[src/rtl/rot_pkg.sv]
package rot_pkg;
  typedef enum logic [1:0] {
    CLS_GR   = 2'd0,
    CLS_PR   = 2'd1,
    CLS_FR   = 2'd2,
    CLS_PASS = 2'd3
  } reg_cls_e;

  localparam int NUM_ROT_CLS = 3;
endpackage

[src/rtl/rot_base_ctr.sv]
module rot_base_ctr #(
  parameter int W = 7
) (
  input  logic         clk,
  input  logic         rst_n,
  input  logic         clr,
  input  logic         step,
  input  logic [W-1:0] size,
  output logic [W-1:0] base
);
  logic size_zero;
  assign size_zero = (size == '0);

  always_ff @(posedge clk or negedge rst_n) begin
    if (!rst_n) begin
      base <= '0;
    end else if (clr || size_zero) begin
      base <= '0;
    end else if (step) begin
      if (base == '0) base <= size - W'(1);
      else            base <= base - W'(1);
    end
  end
endmodule

[src/rtl/rot_map.sv]
module rot_map #(
  parameter int W = 7
) (
  input  logic [W-1:0] logical,
  input  logic [W-1:0] first,
  input  logic [W-1:0] size,
  input  logic [W-1:0] base,
  output logic [W-1:0] phys
);
  logic [W:0] rel;
  logic [W:0] off;
  logic [W:0] wrapped;
  logic       in_region;

  always_comb begin
    rel       = {1'b0, logical} - {1'b0, first};
    in_region = (size != '0) && (logical >= first) && (rel < {1'b0, size});
    off       = rel + {1'b0, base};
    if (off >= {1'b0, size}) wrapped = off - {1'b0, size};
    else                     wrapped = off;
    if (in_region) phys = first + wrapped[W-1:0];
    else           phys = logical;
  end
endmodule

[src/rtl/rot_rename.sv]
module rot_rename
  import rot_pkg::*;
#(
  parameter int W        = 7,
  parameter int GR_FIRST = 32,
  parameter int GR_MAX   = 96,
  parameter int PR_FIRST = 16,
  parameter int PR_SIZE  = 48,
  parameter int FR_FIRST = 32,
  parameter int FR_SIZE  = 96,
  localparam int GRP_MAX = GR_MAX / 8,
  localparam int GW      = $clog2(GRP_MAX + 1)
) (
  input  logic          clk,
  input  logic          rst_n,
  input  logic          clr,
  input  logic          rotate,
  input  logic          cfg_we,
  input  logic [GW-1:0] cfg_gr_groups,
  input  logic          req_valid,
  output logic          req_ready,
  input  logic [1:0]    req_cls,
  input  logic [W-1:0]  req_num,
  output logic          resp_valid,
  input  logic          resp_ready,
  output logic [W-1:0]  resp_phys
);
  logic [W-1:0] gr_size;
  logic [W-1:0] grp_ext;
  logic         base_clr;

  logic [W-1:0] cls_first [NUM_ROT_CLS];
  logic [W-1:0] cls_size  [NUM_ROT_CLS];
  logic [W-1:0] cls_base  [NUM_ROT_CLS];
  logic [W-1:0] cls_phys  [NUM_ROT_CLS];

  assign grp_ext  = W'(cfg_gr_groups);
  assign base_clr = clr | cfg_we;

  always_ff @(posedge clk or negedge rst_n) begin
    if (!rst_n) begin
      gr_size <= '0;
    end else if (cfg_we) begin
      if (grp_ext > W'(GRP_MAX)) gr_size <= W'(GR_MAX);
      else                       gr_size <= grp_ext << 3;
    end
  end

  assign cls_first[CLS_GR] = W'(GR_FIRST);
  assign cls_first[CLS_PR] = W'(PR_FIRST);
  assign cls_first[CLS_FR] = W'(FR_FIRST);
  assign cls_size[CLS_GR]  = gr_size;
  assign cls_size[CLS_PR]  = W'(PR_SIZE);
  assign cls_size[CLS_FR]  = W'(FR_SIZE);

  for (genvar c = 0; c < NUM_ROT_CLS; c++) begin : g_cls
    rot_base_ctr #(.W(W)) u_ctr (
      .clk   (clk),
      .rst_n (rst_n),
      .clr   (base_clr),
      .step  (rotate),
      .size  (cls_size[c]),
      .base  (cls_base[c])
    );

    rot_map #(.W(W)) u_map (
      .logical (req_num),
      .first   (cls_first[c]),
      .size    (cls_size[c]),
      .base    (cls_base[c]),
      .phys    (cls_phys[c])
    );
  end

  logic [W-1:0] sel_phys;
  reg_cls_e     cls_q;

  always_comb begin
    cls_q = reg_cls_e'(req_cls);
    case (cls_q)
      CLS_GR:  sel_phys = cls_phys[CLS_GR];
      CLS_PR:  sel_phys = cls_phys[CLS_PR];
      CLS_FR:  sel_phys = cls_phys[CLS_FR];
      default: sel_phys = req_num;
    endcase
  end

  assign req_ready = !resp_valid || resp_ready;

  always_ff @(posedge clk or negedge rst_n) begin
    if (!rst_n) begin
      resp_valid <= 1'b0;
      resp_phys  <= '0;
    end else if (req_ready) begin
      resp_valid <= req_valid;
      if (req_valid) resp_phys <= sel_phys;
    end
  end
endmodule

[config.mk]
export PLATFORM = sky130hd
export DESIGN_NAME = rot_rename
export DESIGN_NICKNAME = d
export VERILOG_FILES = /design/src/rtl/rot_pkg.sv /design/src/rtl/rot_base_ctr.sv /design/src/rtl/rot_map.sv /design/src/rtl/rot_rename.sv
export SDC_FILE = /design/constraint.sdc
export NUM_CORES = 1
export LEC_CHECK = 0
export ABC_AREA = 0
export BUFFER_PORTS_ARGS = -buffer_cell sky130_fd_sc_hd__buf_2
export CAP_MARGIN = 20
export CORE_UTILIZATION = 45
export DETAILED_ROUTE_END_ITERATION = 12
export PLACE_DENSITY_LB_ADDON = 0.2
export RECOVER_POWER = 100
export SLEW_MARGIN = 0
export SYNTH_ARGS = -nofsm -noshare
export SYNTH_HDL_FRONTEND = slang
export SYNTH_SLANG_ARGS = --single-unit
[constraint.sdc]
create_clock -name clk -period 3.8 [get_ports clk]
set_input_delay 0.38 -clock clk [delete_from_list [all_inputs] [get_ports clk]]
set_output_delay 0.38 -clock clk [all_outputs]
set_load 0.03 [all_outputs]
## Yosys cells after proc, flatten, opt, wreduce, memory -nomap -nowiden

Cells that the tools add are included.

- Flip-flop bits (word level): 36
- Bits in latches: 0
- Bits in writable memories: 0
- Memory bits (read-only): 0
- Bits of input ports: 20
- Output and inout port bits: 9
- Memories: 0

- $add $sub $neg: 15
- $mul: 0
- Divide/modulo/power cells: 0
- Magnitude comparators: 9
- Equality and inequality tests: 2
- Shifts and indexed selects: 0
- Mux-type cells: 17
- Bitwise operators: 1
- Reduce and logical (&&, ||, !) cells: 16

Operator list:

| operator | count |
|---|---|
| 7-bit two-way mux | 16 |
| 7-bit zero test | 4 |
| 7-bit by 1-bit subtractor with 7-bit output (second input constant) | 4 |
| 8-bit by 7-bit adder with 8-bit output | 3 |
| 7-bit case mux with 3 select lines | 1 |
| 6-bit by 7-bit adder with 7-bit output (first input constant) | 2 |
| 8-bit by 6-bit >= comparator with 1-bit output (second input constant) | 1 |
| 8-bit by 7-bit >= comparator with 1-bit output | 1 |
| 8-bit by 7-bit >= comparator with 1-bit output (second input constant) | 1 |
| 8-bit by 6-bit < comparator with 1-bit output (second input constant) | 1 |
| 8-bit by 7-bit < comparator with 1-bit output | 1 |
| 8-bit by 7-bit < comparator with 1-bit output (second input constant) | 1 |
| 7-bit by 5-bit subtractor with 8-bit output (second input constant) | 1 |
| 7-bit by 6-bit subtractor with 8-bit output (second input constant) | 1 |
| 5-bit by 7-bit adder with 7-bit output (first input constant) | 1 |
| 7-bit by 5-bit >= comparator with 1-bit output (second input constant) | 1 |
| 7-bit by 6-bit >= comparator with 1-bit output (second input constant) | 1 |
| 7-bit nonzero test | 1 |
| 7-bit by 6-bit subtractor with 7-bit output (second input constant) | 1 |
| 7-bit subtractor | 1 |
| 7-bit subtractor (second input constant) | 1 |
| 4-bit > comparator (second input constant) | 1 |
| 1-bit logical AND | 4 |
| 2-bit nonzero test | 2 |
| 7 further kinds | 8 |

## Depth between registers and ports, before layout

Gate-level depths: netlist (run 1).

- Depth in word-level cells: 7
- Gate-level depth with buffers: 17
- Depth with buffers taken out: 17

## Modules after synthesis

From an unflattened synthesis (run 1), not the netlist that was laid out.

- Cell total of the unflattened synthesis: 760
- Area total of the unflattened synthesis: 6389.9 um^2

By module, submodules not included:

| module | times used | cells an instance | area each (um^2) |
|---|---|---|---|
| rot_map | 3 | 183 | 1416.4 |
| rot_base_ctr | 3 | 56 | 501.7 |
| rot_rename | 1 | 43 | 635.6 |

## Worst setup path after synthesis (run 1)

OpenSTA, ideal clock, no wires.

- Path type: input to register
- From: input port req_num[5]
- To: register resp_phys[6]
- Arrival time: 3.497 ns
- Slack: 0.166 ns
- Stages on the path: 16
- Path buffers: 0
- Cells stage by stage: inv_1 > ha_1 > ha_1 > inv_1 > ha_1 > a211oi_1 > o211a_2 > o221ai_2 > nor3_4 > mux2_2 > ha_1 > and4b_1 > nor4_2 > a31oi_1 > nor3_1 > o311ai_1

- Cells in the longest elaborated chain, start to end: 7
- Elaborated cells on any way between the ends: 30
- Those cells by class: add/sub (11); order compare (8); mux (7); reduce/logical (4)

Ends and longest elaborated chain:

| item | line | text |
|---|---|---|
| from (decl) | rot_rename.sv:23 | `input logic [W-1:0] req_num,` |
| 7-bit by 6-bit subtractor with 8-bit output / 7-bit by 5-bit subtractor with 8-bit output (equally long branches) | rot_map.sv:16 | `rel = {1'b0, logical} - {1'b0, first};` |
| 8-bit by 7-bit adder with 8-bit output | rot_map.sv:18 | `off = rel + {1'b0, base};` |
| 7-bit subtractor (tied with other cells) | rot_map.sv:19 | `if (off >= {1'b0, size}) wrapped = off - {1'b0, size};` |
| 7-bit two-way mux | rot_map.sv:19 |  |
| 6-bit by 7-bit adder with 7-bit output / 5-bit by 7-bit adder with 7-bit output (equally long branches) | rot_map.sv:21 | `if (in_region) phys = first + wrapped[W-1:0];` |
| 7-bit two-way mux | rot_map.sv:21 |  |
| 7-bit case mux with 3 select lines (*) | rot_rename.sv:80 | `case (cls_q)` |
| to (signal assigned) | rot_rename.sv:96 | `if (req_valid) resp_phys <= sel_phys;` |
| to (decl) | rot_rename.sv:26 | `output logic [W-1:0] resp_phys` |

Every way passes the cells marked *; elsewhere a longest branch is shown, timed or not.
A chain may end at the register's enable or synchronous reset.

## Final worst setup path (run 1)

- From: register g_cls[1].u_ctr.base[0]
- To: register resp_phys[6]

- Cells in the longest elaborated chain, start to end: 6
- Elaborated cells on any way between the ends: 7
- Those cells by class: add/sub (3); order compare (1); mux (3)

Ends and longest elaborated chain:

| item | line | text |
|---|---|---|
| from (decl) | rot_base_ctr.sv:9 | `output logic [W-1:0] base` |
| from (signal assigned) | rot_base_ctr.sv:20 | `if (base == '0) base <= size - W'(1);` |
| from (signal assigned) | rot_base_ctr.sv:21 | `else base <= base - W'(1);` |
| 8-bit by 7-bit adder with 8-bit output (*) | rot_map.sv:18 |  |
| 7-bit by 6-bit subtractor with 7-bit output / 8-bit by 6-bit >= comparator with 1-bit output (equally long branches) | rot_map.sv:19 |  |
| 7-bit two-way mux (*) | rot_map.sv:19 |  |
| 5-bit by 7-bit adder with 7-bit output (*) | rot_map.sv:21 |  |
| 7-bit two-way mux (*) | rot_map.sv:21 |  |
| 7-bit case mux with 3 select lines (*) | rot_rename.sv:80 |  |

Marked as above.

==> metrics.md, run 1 <==
| Metric | Value |
|---|---|
| LEAKAGE | 0.00180 uW |
| HP Class | in -> reg |
| Core ar. | 7370 um^2 |
| Setup WS post-layout | 0.192 ns |
| Synth Instances | 432 |
| Antenna-violating nets left | 0 |
| CTS tree | built |
| Syn avg cell area | 8.04 um^2 |
| Startpoint Class | register |
| Status | finished, violations left |
| Layout area overhead | 13.7% |
| # hold bufs at CTS | 0 |
| Max Root-Sink Buffers | 2 |
| Die Wd | 89.9 um |
| CP max FO | 5 |
| Clk sinks | 33 |
| Post-synth top flop | dfrtp_1 |
| Via density per instance | 5.71 |
| Final Max Tran Viols | 34 |
| Initial antenna violation count | 0 |
| Yosys top cell area share | 23.8% |
| Endpoints failing setup | 0 |
| Routed WL per cell | 15.4 um |
| Post-synthesis cell type count | 60 |
| Full die area | 8080 um^2 |
| Clock transition at the registers of the reported paths | 0.07 ns |
| Post-DP HPWL | 7.03 mm |
| Pin count of the biggest net entering global routing | 34 |
| Setup WS pre-CTS | -0.0976 ns |
| Fin Setup TNS | 0 ns |
| RSZ-0062 raised after global routing | false |
| WS Path Type | reg -> reg |
| Failing checks | capacitance limit, slew limit |
| Worst-Margin Slew | 1.86 ns |
| DR pass1 iterations | 4 |
| Largest cells by area after synthesis | dfrtp_1 (24%), ha_1 (14%), nor2_1 (5.4%) |
| Initial Util | 47.1% |
| Site Rows | 31 |
| Fin crit share | 94.9% |
| First-pass GRT wire length | 15.3 mm |
| Yosys reg bits | 33 |
| Top Ports | 29 |
| N_diodes | 0 |
| Gpl congestion | 0.886 |
| Min Hold Slack | 0.298 ns |
| Fin. Hold Viols | 0 |
| Largest area contributor in the netlist | dfrtp_1 |
| Syn Nets | 495 |
| Top-count cell post-synth | nor2_1 |
| Drt first-iter violations | 163 |
| Slew headroom | -23.8% |
| Final WL | 8.84 mm |
| H-tree depth | 2 |
| Die Height | 89.9 um |
| Max Fclk | 277 MHz |
| Crit path DAT | 3.77 ns |
| Post-synth top cells | nor2_1 (50), nand2_1 (45), ha_1 (39) |
| Max_cap viols | 1 |
| Synth Warn # | 0 |
| Register area share after synthesis | 23.8% |
| Clk_skew | 0.00552 ns |
| Layout Nets | 535 |
| Vias in the first global route | 3149 |
| Clk Latency, worst-skew pair | 0.30 ns |
| FFs w/ async S/R, synth | 100% |
| Tot Pwr | 1430 uW |
| Peak supply drop | 0.202 mV |
| Grt total ovfl | 0 |
| Crit. End Element | register |
| Synth Cell Area | 3470 um^2 |
| Number of flops mapped to enable cells by yosys | 0 |
| Fraction of layout cells with a size suffix above 1 | 11.8% |
| Worst Path Required | 3.96 ns |
| Remaining DRCs | 0 |
| Num CTS Buffers | 5 |
| GRT Total Usage | 23.1% |
| PwrDens | 363 nW/um^2 |
| Final min period | 3.61 ns |
| Via Count | 3265 |
| Port Buffer Count | 28 |
| Root buffer cell | clkbuf_8 |
[layout by cell type, fill, tap and decap left out, types with 16 or more instances in the layout]
cell,Yosys,final
xnor2_1,16,16
ha_1,39,39
dfrtp_1,33,33
buf_4,0,16
o21ai_0,28,30
buf_2,2,18
nand2_1,45,45
nor2_1,50,50
inv_1,23,24
a21oi_1,25,25
[critical path, stage by stage, from the launching register on]
cell and delay [ns]:
dfrtp_1 0.43, ha_1 0.25, fa_1 0.44, a211oi_2 0.26, nor4b_1 0.10, or3b_4 0.42, nor3_4 0.15, mux2_2 0.35
ha_1 0.25, and4b_1 0.20, nor4_2 0.19, a31oi_1 0.11, nor3_1 0.20, o311ai_1 0.11
[what timing repair did]
action                     in CTS  in global routing
buffers inserted                0                  0
setup endpoints to repair       0                  1
hold endpoints to repair        0                  0
resized for setup               0                  2
[stage by stage]
stage | util (%) | cell area [um^2] | std cells
global route | 53.6 | 3950 | 572
finish | 53.6 | 3950 | 572
detailed placement | 51.8 | 3810 | 564
floorplan | - | 3470 | 432
CTS | 53.6 | 3950 | 572
global placement | 51.8 | 3810 | 564
[cell type report]
type | instances | area [um^2]
clock buffers | 5 | 68.8
clock inverters | 3 | 68.8
inverters | 24 | 90.1
flip-flops and latches | 33 | 826
repair buffers | 44 | 248
multi-input cells | 364 | 2520
fillers | 709 | 3420
well taps | 99 | 124
[logic make-up after synthesis]
| family | after synthesis | synth area share, % |
|---|---|---|
| compound gates | 125 | 24.1 |
| xor+xnor | 23 | 5.80 |
| fa+ha+maj | 43 | 16.3 |
| buf+inv | 35 | 3.85 |
| flops | 33 | 23.8 |
| mux | 10 | 2.95 |
| simple gates | 163 | 23.2 |
[routing by layer]
| metal | vias up | track usage (%) | part of all wire (%) |
|---|---|---|---|
| li1 | 1647 | - | - |
| met1 | 1524 | 32.2 | 48 |
| met2 | 81 | 38.0 | 46 |
| met3 | 13 | 2.88 | 4.6 |
| met4 | 0 | 5.91 | 1.3 |
| met5 | - | 0 | 0 |
[flip-flops by register name, indices dropped and copies added (netlist names)]
signal	flops
g_cls.u_ctr.base	21
resp_phys	7
resp_valid	1
gr_size	4
[final timing paths]
kind	from	end	slack, ns	cells after the start
min in group asynchronous	rst_n	resp_valid	0.58	1
worst max-delay path	g_cls[1].u_ctr.base[0]	resp_phys[6]	0.19	13
worst min-delay path	req_valid	resp_valid	0.30	2
worst max register to register	g_cls[1].u_ctr.base[0]	resp_phys[6]	0.19	13
worst min register to register	resp_phys[2]	resp_phys[2]	0.49	2
max in group asynchronous	rst_n	g_cls[1].u_ctr.base[0]	2.14	1
[power breakdown]
part	switching (uW)	internal, uW
registers	31.5	382
logic	352	255
clock network	151	264
total	534	901
Note: power is estimated with default switching activity, not from simulation.
==> run 2: changes to the inputs <==
- SYNTH_HIERARCHICAL: unset -> 1
==> run 2 against run 1 <==
Effect of this change:
- the run ends with capacitance limit, slew limit, setup timing left
- power grew to 2.9 times the previous value
- largest cell class unchanged
- final cell count is 130% higher
- register-to-register slack worse by 0.86 ns
- sequential share of layout area is 12 points lower
- maximum frequency is 22% lower
- critical path depth is 9 higher
==> metrics.md, run 2 <==
| Metric | Value |
|---|---|
| Status | finished, violations left |
| Failing checks | capacitance limit, slew limit, setup timing |
| Slew headroom | -34.5% (-11 points) |
| Top Ports | 29 (unchanged) |
| Peak supply drop | 0.192 mV (-5.0%) |
| Clk sinks | 33 (unchanged) |
| Via density per instance | 4.96 (-13%) |
| Via Count | 6430 (+97%) |
| Antenna-violating nets left | 0 (unchanged) |
| Top reg by flops | g_cls.u_ctr/base |
| Number of flops mapped to enable cells by yosys | 0 (unchanged) |
| Final WL | 16.9 mm (+92%) |
| Initial Util | 46.0% (-1.1 points) |
| Die Wd | 121 um (+35%) |
| N_diodes | 0 (unchanged) |
| Biggest regs | g_cls.u_ctr/base: 21 flops, resp_phys: 7 flops, gr_size: 4 flops |
| H-tree depth | 2 (unchanged) |
| GRT Total Usage | 24.4% (+1.2 points) |
| Port Buffer Count | 28 (unchanged) |
| Layout area overhead | 44.0% |
| Synth Warn # | 6 (+6) |
| Synth Instances | 760 (+76%) |
| Initial antenna violation count | 0 (unchanged) |
| Post-DP HPWL | 13.9 mm (+97%) |
| Post-synth top cells | ha_1 (102), inv_1 (86), a21oi_1 (57) |
| Layout Nets | 1249 (+130%) |
| Crit path max-delay family | multiplexers |
| Post-synth top flop | dfrtp_1 |
| Fraction of layout cells with a size suffix above 1 | 30.3% (+18 points) |
| Pin count of the biggest net entering global routing | 34 (unchanged) |
| Top-count cell post-synth | ha_1 |
| # hold bufs at CTS | 0 (unchanged) |
| Gpl congestion | 0.850 (-4.1%) |
| PwrDens | 450 nW/um^2 (+24%) |
| Syn avg cell area | 8.41 um^2 (+4.5%) |
| Full die area | 14700 um^2 (+82%) |
| CTS tree | built |
| Max Root-Sink Buffers | 2 (unchanged) |
| LEAKAGE | 0.00462 uW (+160%) |
| Routed WL per cell | 13.1 um (-15%) |
| Drt first-iter violations | 224 (+37%) |
| Core ar. | 13900 um^2 (+88%) |
| Most common cell after layout, fill and taps aside | buf_4 |
| Crit-path cells | buf_6 > ha_4 > nand3b_1 > nand2_2 > xor2_2 > ha_1 > buf_4 > nor2b_1 > nor2_1 > xnor2_1 > ha_1 > nand2_2 > nor2_2 > o31ai_2 > nand2b_1 > nor2_4 > mux2_4 > ha_4 > xor2_1 > mux2_2 > mux4_2 > mux2_4 |
| Clk Latency, worst-skew pair | 0.29 ns (about the same) |
| Fin util | 66.3% (+13 points) |
| Startpoint Class | primary input |
| Root buffer cell | clkbuf_16 |
| Crit. End Element | register |
| Yosys reg bits | 33 (unchanged) |
| Crit path DAT | 4.82 ns (+1.05 ns) |
| Final Max Tran Viols | 34 (unchanged) |
| Clk_skew | 0.00426 ns (-0.00127 ns) |
| Leading cell types in the layout, fill and taps excluded | buf_4 (179), conb_1 (139), ha_1 (91) |
| Die Height | 121 um (+35%) |
| Setup WS post-layout | -0.848 ns (-1.04 ns) |
| Worst path buffer plus inverter count | 2 (+2) |
| Endpoints failing setup | 7 (+7) |
| Synth Cell Area | 6390 um^2 (+84%) |
| Max reg flops | 21 (unchanged) |
| Largest area contributor in the netlist | ha_1 |
| Vias in the first global route | 6423 (+100%) |
| Fin. Hold Viols | 0 (unchanged) |
| First-pass GRT wire length | 28.4 mm (+85%) |
| Final min period | 4.65 ns (+1.04 ns) |
| WS Path Type | in -> reg |
| CP max-delay cell | mux4_2 |
| DR pass1 iterations | 4 (unchanged) |
| Grt total ovfl | 0 (unchanged) |
| RSZ-0062 raised after global routing | true |
| Num CTS Buffers | 5 (unchanged) |
| Fin crit share | 122% (+27 points) |
| CP peak stage delay | 0.45 ns (about the same) |
| HP Class | in -> reg |
| Max Fclk | 215 MHz (-22%) |
| Worst-Margin Slew | 2.02 ns (+0.160 ns) |
| Max_cap viols | 1 (unchanged) |
| CP max FO | 7 (+2) |
| Clock transition at the registers of the reported paths | 0.06 ns (about the same) |
| Fillers | 1215 (+71%) |
| Site Rows | 43 (+39%) |
| Yosys top cell area share | 20.0% (-3.8 points) |
| Post-synthesis cell type count | 55 (-8.3%) |
| Tot Pwr | 4140 uW (+190%) |
| FFs w/ async S/R, synth | 100% (unchanged) |
| Worst Path Required | 3.98 ns (+0.02 ns) |
| Register area share after synthesis | 12.9% (-11 points) |
| Remaining DRCs | 0 (unchanged) |
| Setup WS pre-CTS | -1.42 ns (-1.32 ns) |
| Largest cells by area after synthesis | ha_1 (20%), dfrtp_1 (13%), inv_1 (5.1%) |
-- run 2: power breakdown --
group          internal, uW  total, uW  switching, uW  leakage [uW]
logic                  1670       3230           1550       0.00411
clock network           328        497            169     0.0000841
registers               389        416           27.0      0.000430
total                  2390       4140           1750       0.00462
-- run 2: cells by family after synthesis --
logic type	Yosys count	synth area share [%]
fa+ha+maj	114	23.7
buf+inv	91	5.52
xor+xnor	63	8.64
other cells	2	0.118
flops	33	12.9
mux	40	8.17
simple gates	193	16.1
compound gates	224	24.8
-- run 2: layout make-up --
cell class	count	area, um^2	share of cell area (%)
well taps	180	225	2.45
clock inverters	1	30.0	0.326
inverters	86	323	3.51
flip-flops and latches	33	826	8.98
clock buffers	7	143	1.55
multi-input cells	773	6110	66.4
repair buffers	216	1540	16.8
-- run 2: routing by layer --
metal | up-vias | GRT usage [%] | routed length [um]
met5 | - | 0 | 0
met4 | 0 | 9.49 | 614
met3 | 37 | 2.96 | 276
met2 | 65 | 45.3 | 8570
met1 | 3000 | 28.1 | 7480
li1 | 3328 | - | -
-- run 2: worst paths after layout --
check	from	end	slack, ns	cells past startpoint
worst max-delay path	req_num[1]	resp_phys[3]	-0.85	22
worst min-delay path	req_valid	resp_valid	0.29	2
worst max register to register	g_cls[2].u_ctr/base[0]	resp_phys[3]	-0.67	18
worst min register to register	resp_phys[2]	resp_phys[2]	0.50	1
max in group asynchronous	rst_n	g_cls[2].u_ctr/base[1]	1.98	1
min in group asynchronous	rst_n	g_cls[0].u_ctr/base[6]	0.66	1
-- run 2: what timing repair did --
item | 4_1_cts | 5_1_grt
resized for setup | 30 | 35
setup buffers | 10 | 5
setup endpoints to repair | 7 | 7
pin swaps | 28 | 26
-- run 2: per-stage QoR --
step | cell area [um^2] | instances | hold slack (ns) | TNS [ns]
CTS | 9070 | 1291 | 0.222 | -5.56
detailed placement | 8690 | 1273 | 0.490 | -9.06
global placement | 8690 | 1273 | 0.485 | -8.68
global route | 9200 | 1296 | 0.295 | -7.00
finish | 9200 | 1296 | 0.285 | -5.43
floorplan | 7060 | 897 | 0.0844 | -7.26
==> run 3: changes to the inputs <==
- clock period: 3.8 -> 5.15 ns (I/O delays scaled with it)
==> run 3 against run 2 <==
Effect of this change:
- the run ends with capacitance limit, slew limit left
- cell area fell by 12%
- via count fell by 8.8%
- first-iteration DRC count down 5.8%
- worst setup slack improved by 1.1 ns
- clock power shrank 30%
- sequential share of layout area increased by 1.2 points
- clock-buffer cell count down 2
- utilization decreased by 8.0 points
- critical path depth down 2
- die area unchanged
==> metrics.md, run 3 (synthesis results as in run 2) <==
| Metric | Value |
|---|---|
| Peak supply drop | 0.140 mV (-27%) |
| Clock transition at the registers of the reported paths | 0.06 ns (about the same) |
| WS Path Type | in -> reg |
| Clk sinks | 33 (unchanged) |
| Max Fclk | 204 MHz |
| Final Max Tran Viols | 34 (unchanged) |
| Layout Nets | 1147 (-8.2%) |
| Gpl congestion | 0.837 (-1.6%) |
| DR pass1 iterations | 4 (unchanged) |
| Initial Util | 46.0% (unchanged) |
| Slew headroom | -41.6% (-7.2 points) |
| Fillers | 1287 (+5.9%) |
| Remaining DRCs | 0 (unchanged) |
| Via Count | 5865 (-8.8%) |
| Core ar. | 13900 um^2 (unchanged) |
| Failing checks | capacitance limit, slew limit |
| Die Height | 121 um (unchanged) |
| Port Buffer Count | 28 (unchanged) |
| Max reg flops | 21 (unchanged) |
| Worst-Margin Slew | 2.12 ns (+0.107 ns) |
| Most common cell after layout, fill and taps aside | conb_1 |
| Min Hold Slack | 0.445 ns (+0.159 ns) |
| Die Wd | 121 um (unchanged) |
| Layout area overhead | 26.7% |
| Top Ports | 29 (unchanged) |
| Drt first-iter violations | 211 (-5.8%) |
| Post-DP HPWL | 12.6 mm (-9.0%) |
| PwrDens | 316 nW/um^2 (-30%) |
| Antenna-violating nets left | 0 (unchanged) |
| Biggest regs | g_cls.u_ctr/base: 21 flops, resp_phys: 7 flops, gr_size: 4 flops |
| Initial antenna violation count | 0 (unchanged) |
| Endpoints failing setup | 0 (-7) |
| Pin count of the biggest net entering global routing | 34 (unchanged) |
| CP max FO | 4 (-3) |
| CTS tree | built |
| Worst R2R Path Depth | 18 (unchanged) |
| Root buffer cell | clkbuf_16 |
| Hold path cells | 3 (+1) |
| P_int | 1450 uW (-39%) |
| Max Root-Sink Buffers | 2 (unchanged) |
| Final min period | 4.91 ns |
| Leading cell types in the layout, fill and taps excluded | conb_1 (139), ha_1 (99), buf_4 (87) |
| Cell area after layout | 8090 um^2 (-12%) |
| Area after DPL | 7860 um^2 (-9.6%) |
| First-pass GRT wire length | 25.3 mm (-11%) |
| Fraction of layout cells with a size suffix above 1 | 19.3% (-11 points) |
| Routed WL per cell | 12.7 um (-3.0%) |
| Site Rows | 43 (unchanged) |
| Startpoint Class | primary input |
| Crit. End Element | register |
| Clk pwr share | 13.6% (+1.6 points) |
| Vias in the first global route | 5404 (-16%) |
| Final WL | 15.1 mm (-11%) |
| Net Sw Power | 1110 uW (-37%) |
| Worst Path Required | 5.32 ns (+1.34 ns) |
| Status | finished, violations left |
| Switching fraction of total power | 43.3% (+0.95 points) |
| Crit path DAT | 5.08 ns (+0.26 ns) |
| Seq pwr share | 12.4% (+2.4 points) |
| Clk_skew | 0.00335 ns (-0.000901 ns) |
| GRT Total Usage | 21.7% (-2.7 points) |
| LEAKAGE | 0.00404 uW (-13%) |
| Num CTS Buffers | 5 (unchanged) |
| Comb power frac | 74.0% (-3.9 points) |
| H-tree depth | 2 (unchanged) |
| Full die area | 14700 um^2 (unchanged) |
| Grt total ovfl | 0 (unchanged) |
| HP Class | in -> reg |
| Top reg by flops | g_cls.u_ctr/base |
| Max_cap viols | 1 (unchanged) |
| Fin crit share | 95.2% |
| N_diodes | 0 (unchanged) |
| Via density per instance | 4.92 (-0.91%) |
| Fin. Hold Viols | 0 (unchanged) |
| Clk Latency, worst-skew pair | 0.29 ns (about the same) |
==> run 3: cell types whose count changed in the layout (fill, tap and decap cells not counted), sizes merged <==
cell    delta
clkbuf     -6
buf       -98
clkinv     +1
==> run 3: layout make-up <==
| type | count | area [um^2] | area share, % |
|---|---|---|---|
| sequential | 33 | 826 | 10.2 |
| timing repair buffer | 114 | 777 | 9.60 |
| multi-input combinational | 773 | 5780 | 71.4 |
| clock buffer | 5 | 125 | 1.55 |
| inverter | 86 | 323 | 3.99 |
| tap | 180 | 225 | 2.78 |
| clock inverter | 2 | 35.0 | 0.433 |
==> run 3: critical path, stage by stage <==
cell and delay [ns]:
clkbuf_4 0.17, ha_1 0.28, a21oi_1 0.16, nand2_2 0.12, a21o_1 0.19, a21oi_1 0.17, xnor2_1 0.17, ha_1 0.31
xor2_1 0.19, ha_1 0.32, a21o_1 0.20, o31ai_1 0.23, nand2b_1 0.12, nor2_2 0.12, mux2_2 0.35, ha_1 0.33
xor2_1 0.17, mux2_2 0.25, mux4_2 0.44, mux2_2 0.26
==> run 3: power groups by stage <==
stage	clock network [uW]	logic, uW	registers [uW]
after floorplan	0	1240	349
after global placement	0	1780	324
after detailed placement	0	1790	324
after CTS	358	1810	319
after global routing	367	2130	322
final	347	1890	318
==> run 3: stage by stage <==
step	std cells	setup slack (ns)	util, %	power [uW]	setup TNS (ns)
global route	1193	-0.0126	58.3	2820	-0.0126
global placement	1182	-0.129	56.6	2110	-0.432
floorplan	897	0.0868	-	1590	0
finish	1193	0.245	58.3	2560	0
CTS	1189	0.108	57.7	2480	0
detailed placement	1182	-0.150	56.6	2120	-0.528
==> run 3: path summary, 6_finish.rpt <==
path | start | end | slack [ns]
worst min register to register | resp_phys[4] | resp_phys[4] | 0.50
min in group asynchronous | rst_n | g_cls[2].u_ctr/base[6] | 0.84
worst max register to register | g_cls[1].u_ctr/base[0] | resp_phys[3] | 0.55
max in group asynchronous | rst_n | g_cls[0].u_ctr/base[5] | 3.09
worst min-delay path | cfg_gr_groups[1] | gr_size[4] | 0.44
worst max-delay path | req_num[2] | resp_phys[3] | 0.24
==> run 3: routing by layer <==
layer	global-route usage (%)	part of all wire, %	vias up	wire length (um)
li1	-	-	3127	-
met1	30.9	51	2673	7780
met2	35.3	46	59	6910
met3	2.73	2.4	6	356
met4	3.47	0.61	0	92
met5	0	0	-	0
==> run 3: timing repair <==
action	CTS	global route
setup buffers	0	4
hold buffers	0	0
endpoints found under the setup margin	0	6
resized for setup	0	33
